==> config.mk <==
export PLATFORM = sky130hd
export DESIGN_NAME = ibs_bank_sched
export DESIGN_NICKNAME = d
export VERILOG_FILES = /design/src/rtl/ibs_pkg.sv /design/src/rtl/ibs_unit_slot.sv /design/src/rtl/ibs_grp_map.sv /design/src/rtl/ibs_bank_sched.sv
export SDC_FILE = /design/constraint.sdc
export NUM_CORES = 1
export LEC_CHECK = 0
export BUFFER_PORTS_ARGS = -buffer_cell sky130_fd_sc_hd__buf_2
export CORE_MARGIN = 2
export CORE_UTILIZATION = 25
export CTS_CLUSTER_DIAMETER = 40
export DETAILED_ROUTE_END_ITERATION = 7
export SLEW_MARGIN = 5
export SYNTH_ARGS = -nofsm -noshare
export SYNTH_HDL_FRONTEND = slang
export SYNTH_SLANG_ARGS = --single-unit
==> constraint.sdc <==
create_clock -name clk_i -period 1.15 [get_ports clk_i]
set_input_delay 0.1725 -clock clk_i [delete_from_list [all_inputs] [get_ports clk_i]]
set_output_delay 0.1725 -clock clk_i [all_outputs]
set_load 0.02 [all_outputs]
==> src/rtl/ibs_pkg.sv <==
package ibs_pkg;
  localparam int unsigned WIN_STEP = 2;
  function automatic int unsigned grp_count(input int unsigned n_units);
    return WIN_STEP * n_units + 2;
  endfunction
endpackage

==> src/rtl/ibs_unit_slot.sv <==
module ibs_unit_slot #(
  parameter int unsigned NG  = 8,
  parameter int unsigned IDX = 0
) (
  input  logic          clk_i,
  input  logic          rst_ni,
  input  logic          set_i,
  input  logic          set_par_i,
  input  logic          done_i,
  input  logic [1:0]    dn_free_i,
  output logic          act_o,
  output logic          par_o,
  output logic [1:0]    rdy_o,
  output logic          rel_o,
  output logic [NG-1:0] claim_o
);
  localparam int unsigned RD = ibs_pkg::WIN_STEP * IDX;
  localparam int unsigned WR = RD + 2;

  logic act_q, par_q, nxt_q, go;
  logic [1:0] rdy_q, rdy_d;

  assign go    = !act_q && rdy_q[nxt_q] && dn_free_i[nxt_q];
  assign rel_o = act_q && done_i;
  assign act_o = act_q;
  assign par_o = par_q;
  assign rdy_o = rdy_q;

  always_comb begin
    rdy_d = rdy_q;
    if (go)    rdy_d[nxt_q]     = 1'b0;
    if (set_i) rdy_d[set_par_i] = 1'b1;
  end

  always_ff @(posedge clk_i or negedge rst_ni) begin
    if (!rst_ni) begin
      act_q <= 1'b0;
      par_q <= 1'b0;
      nxt_q <= 1'b0;
      rdy_q <= '0;
    end else begin
      rdy_q <= rdy_d;
      if (go) begin
        act_q <= 1'b1;
        par_q <= nxt_q;
        nxt_q <= ~nxt_q;
      end else if (rel_o) begin
        act_q <= 1'b0;
      end
    end
  end

  always_comb begin
    claim_o = '0;
    if (act_q) begin
      claim_o[RD + 32'(par_q)] = 1'b1;
      claim_o[WR + 32'(par_q)] = 1'b1;
    end
  end
endmodule

==> src/rtl/ibs_grp_map.sv <==
module ibs_grp_map #(
  parameter int unsigned NU = 3,
  parameter int unsigned NG = 8,
  parameter int unsigned OW = 2
) (
  input  logic [NU-1:0][NG-1:0] claim_i,
  input  logic [NU-1:0]         upar_i,
  output logic [NG-1:0]         sel_o,
  output logic [NG*OW-1:0]      owner_o,
  output logic [NG-1:0]         par_o
);
  always_comb begin
    sel_o   = '0;
    owner_o = '0;
    par_o   = '0;
    for (int g = 0; g < int'(NG); g++) begin
      for (int u = int'(NU) - 1; u >= 0; u--) begin
        if (claim_i[u][g]) begin
          sel_o[g]           = 1'b1;
          owner_o[g*OW +: OW] = OW'(u + 1);
          par_o[g]           = upar_i[u];
        end
      end
    end
  end
endmodule

==> src/rtl/ibs_bank_sched.sv <==
module ibs_bank_sched #(
  parameter int unsigned N_UNITS = 3,
  localparam int unsigned NG = ibs_pkg::grp_count(N_UNITS),
  localparam int unsigned GW = $clog2(NG),
  localparam int unsigned OW = $clog2(N_UNITS + 1)
) (
  input  logic               clk_i,
  input  logic               rst_ni,
  input  logic               frame_start_i,
  input  logic [N_UNITS-1:0] unit_done_i,
  output logic [GW-1:0]      load_grp_o,
  output logic               load_ready_o,
  output logic [NG-1:0]      grp_sel_o,
  output logic [NG*OW-1:0]   grp_owner_o,
  output logic [NG-1:0]      grp_par_o
);
  logic                        par_q, start_acc;
  logic [N_UNITS-1:0]          act_w, upar_w, rel_w;
  logic [N_UNITS-1:0][1:0]     rdy_w;
  logic [N_UNITS-1:0][NG-1:0]  claim_w;

  assign load_ready_o = !rdy_w[0][par_q] && !(act_w[0] && upar_w[0] == par_q);
  assign start_acc    = frame_start_i && load_ready_o;
  assign load_grp_o   = {{(GW-1){1'b0}}, par_q};

  always_ff @(posedge clk_i or negedge rst_ni) begin
    if (!rst_ni)        par_q <= 1'b0;
    else if (start_acc) par_q <= ~par_q;
  end

  for (genvar u = 0; u < N_UNITS; u++) begin : g_unit
    logic       set_w, set_par_w;
    logic [1:0] free_w;
    if (u == 0) begin : g_head
      assign set_w     = start_acc;
      assign set_par_w = par_q;
    end else begin : g_mid
      assign set_w     = rel_w[u-1];
      assign set_par_w = upar_w[u-1];
    end
    if (u == N_UNITS - 1) begin : g_tail
      assign free_w = 2'b11;
    end else begin : g_link
      for (genvar q = 0; q < 2; q++) begin : g_q
        assign free_w[q] = !(act_w[u+1] && upar_w[u+1] == 1'(q)) && !rdy_w[u+1][q];
      end
    end
    ibs_unit_slot #(.NG(NG), .IDX(u)) u_slot (
      .clk_i     (clk_i),
      .rst_ni    (rst_ni),
      .set_i     (set_w),
      .set_par_i (set_par_w),
      .done_i    (unit_done_i[u]),
      .dn_free_i (free_w),
      .act_o     (act_w[u]),
      .par_o     (upar_w[u]),
      .rdy_o     (rdy_w[u]),
      .rel_o     (rel_w[u]),
      .claim_o   (claim_w[u])
    );
  end

  ibs_grp_map #(.NU(N_UNITS), .NG(NG), .OW(OW)) u_map (
    .claim_i (claim_w),
    .upar_i  (upar_w),
    .sel_o   (grp_sel_o),
    .owner_o (grp_owner_o),
    .par_o   (grp_par_o)
  );
endmodule

==> impl_results.md <==
- Slew Viols, Final: 0
- Final instance area: 1760 um^2
- H-tree Lvls: 1
- Worst reg2reg setup slack: -0.11 ns
- # DRC: 0
- Placed instance area: 1270 um^2
- RSZ-0062 raised after global routing: yes
- Largest net degree at the start of global routing: 17
- Synthesized flop and latch total: 16
- VDD IR max: 716 uV
- DR iter-0 viols: 23
- TritonCTS clock tree: built
- WHS: 0.0949 ns
- # setup viols final: 33
- Failing checks: negative setup slack
- Most frequent cells in the layout: buf_6, buf_4, dfrtp_1, conb_1
- Via count of the routed design: 876
- PD cells: 3510 nW/um^2
- First-pass GRT wire length: 3730 um
- Area contributors post-synth: dfrtp_1, buf_4, nand2b_1
- Critical path class: register to output port
- Die height: 66.9 um
- Root buf cell: clkbuf_8
- Final Hold Fails: 0
- TritonCTS Buffers: 3
- Core ar.: 3740 um^2
- Max-cap viol count: 0
- Clk_lat worst skew: 0.25 ns
- R2r endpoint: g_unit[1].u_slot.rdy_o[0]
- Crit path time final: 1.45 ns
- Die area: 4480 um^2
- Hold path startpoint: unit_done_i[2]
- Worst-case clock skew: 0.00233 ns
- Routed WL: 2410 um
- Share of Yosys cell area claimed by the top area cell type: 0.405
- CP arrival: 1.27 ns
- Commonest non-fill, non-tap cell in the layout: buf_6
- Mapped Area: 990 um^2
- FP Rows: 22
- Crit. Startpoint: g_unit[1].u_slot.act_o
- Routability Congestion: 0.767
- Post-synthesis instance total: 105
- Yosys cell types: 34
- WL/cell: 11.8 um
- DR pass1 iterations: 4
- Reg clk slew, reported paths: 0.06 ns
- Post-route ant nets: 0
- Reg2Reg Depth: 5
- Synth warnings: 0
- Reg2Reg Launch Point: g_unit[0].u_slot.act_o
- Area delta synth->final: 77.6%
- Nets: 164
- Top_reg_cell synth: dfrtp_1
- Total track usage: 0.114
- WP data required: 0.98 ns
- Post-DP HPWL: 1730 um
- Ports: 42
- Die X: 66.9 um
- CP max FO: 6
- Grt total ovfl: 0
- Initial antenna violation count: 0
- Post-synth EDFFs: 0
- Fillers: 342
- Clock Path Buffers: 2
- Fmax: 691 MHz
- Crit path to: grp_sel_o[2]
- Vias in the first global route: 860
- Layout cells sized above 1: 0.637
- Mean post-synth cell area: 9.43 um^2
- Crit share post-route: 1.26
- Via density: 4.27
- Leak: 0.844 nW
- Clock sink count: 16
- Antenna diode count: 0
- Initial Util: 0.264
- Run status: complete, but fails checks
- PortBufs: 33
- Ys async rst share: 1.00
- Crit start category: register
- Hold/Removal Path Class: input port to register
- Register area share after synthesis: 0.405
- Post-synth top area cell: dfrtp_1
- Final worst setup slack: -0.297 ns
- Kind of end point of the critical path: output port
[power breakdown]
part | internal (mW) | total [mW] | switching (mW)
logic | 2.43 | 4.41 | 1.99
registers | 0.868 | 1.26 | 0.393
clock network | 0.304 | 0.501 | 0.197
total | 3.60 | 6.18 | 2.58
[worst min path at each step]
stage,to,cells after the start
2_1_floorplan,g_unit[0].set_par_w,0
3_3_place_gp,g_unit[0].u_slot.par_o,1
3_5_place_dp,g_unit[0].u_slot.par_o,1
4_1_cts,g_unit[2].u_slot.act_o,2
5_1_grt,g_unit[2].u_slot.act_o,2
6_report,g_unit[2].u_slot.act_o,2
[through the flow]
stage / TNS [ns] / utilization / total power, mW / cells / setup WS, ns
2_1_floorplan: -0.0883 / - / 3.31 / 112 / -0.0333
3_3_place_gp: -0.255 / 0.338 / 4.09 / 188 / -0.0765
3_5_place_dp: -0.469 / 0.338 / 4.17 / 188 / -0.104
4_1_cts: -4.69 / 0.443 / 5.91 / 202 / -0.327
5_1_grt: -5.68 / 0.470 / 6.56 / 205 / -0.342
6_report: -4.18 / 0.470 / 6.18 / 205 / -0.297
[kinds of logic after synthesis]
family | count (synthesis) | synth area share
AOI/OAI and AO/OA | 20 | 0.152
xor gates and xnor gates | 1 | 0.00885
buffers and inverters | 28 | 0.188
DFF | 16 | 0.405
other | 1 | 0.00379
and+or+nand+nor | 39 | 0.243
[routing by layer]
layer	vias up	GRT usage	wire (um)
met5	-	0	0
met4	0	0.0383	27
met3	3	0.0270	98
met2	21	0.213	1360
met1	417	0.124	928
li1	435	-	-
[synthesized netlist by cell type (all sizes together), types with 2 or more instances]
master / n
a21boi: 2
nor2b: 3
nand2b: 10
nand3: 2
inv: 5
nor3: 2
a21bo: 2
buf: 22
a22o: 4
a21oi: 4
nor2: 7
and2: 2
nand4: 4
o21ai: 2
dfrtp: 16
a21o: 2
nand2: 8
[final cells by class]
type | instances | area, um^2 | area share
multi-input cells | 68 | 592 | 0.337
flip-flops and latches | 16 | 408 | 0.232
well taps | 48 | 60.1 | 0.0342
inverters | 5 | 23.8 | 0.0135
clock buffers | 4 | 55.1 | 0.0313
repair buffers | 64 | 619 | 0.352
[repair_timing]
item,CTS,global route
hold endpoints to repair,16,0
hold buffers,1,0
setup endpoints to repair,32,39
resized for setup,76,24
pin swaps,13,8
buffers inserted,9,3
[flip-flops by register name (all words and copies together) (netlist names)]
| signal | cells |
|---|---|
| g_unit.u_slot.act_o | 3 |
| g_unit.u_slot.rdy_o | 6 |
| g_unit.set_par_w | 1 |
| g_unit.u_slot.nxt_q | 3 |
| g_unit.u_slot.par_o | 3 |
[worst max-delay path, cell delays in order (launching register included)]
cell and delay [ns]:
dfrtp_2 0.50, nand2b_4 0.13, or2b_1 0.26, buf_6 0.14
(Power assumes the default switching activity.)
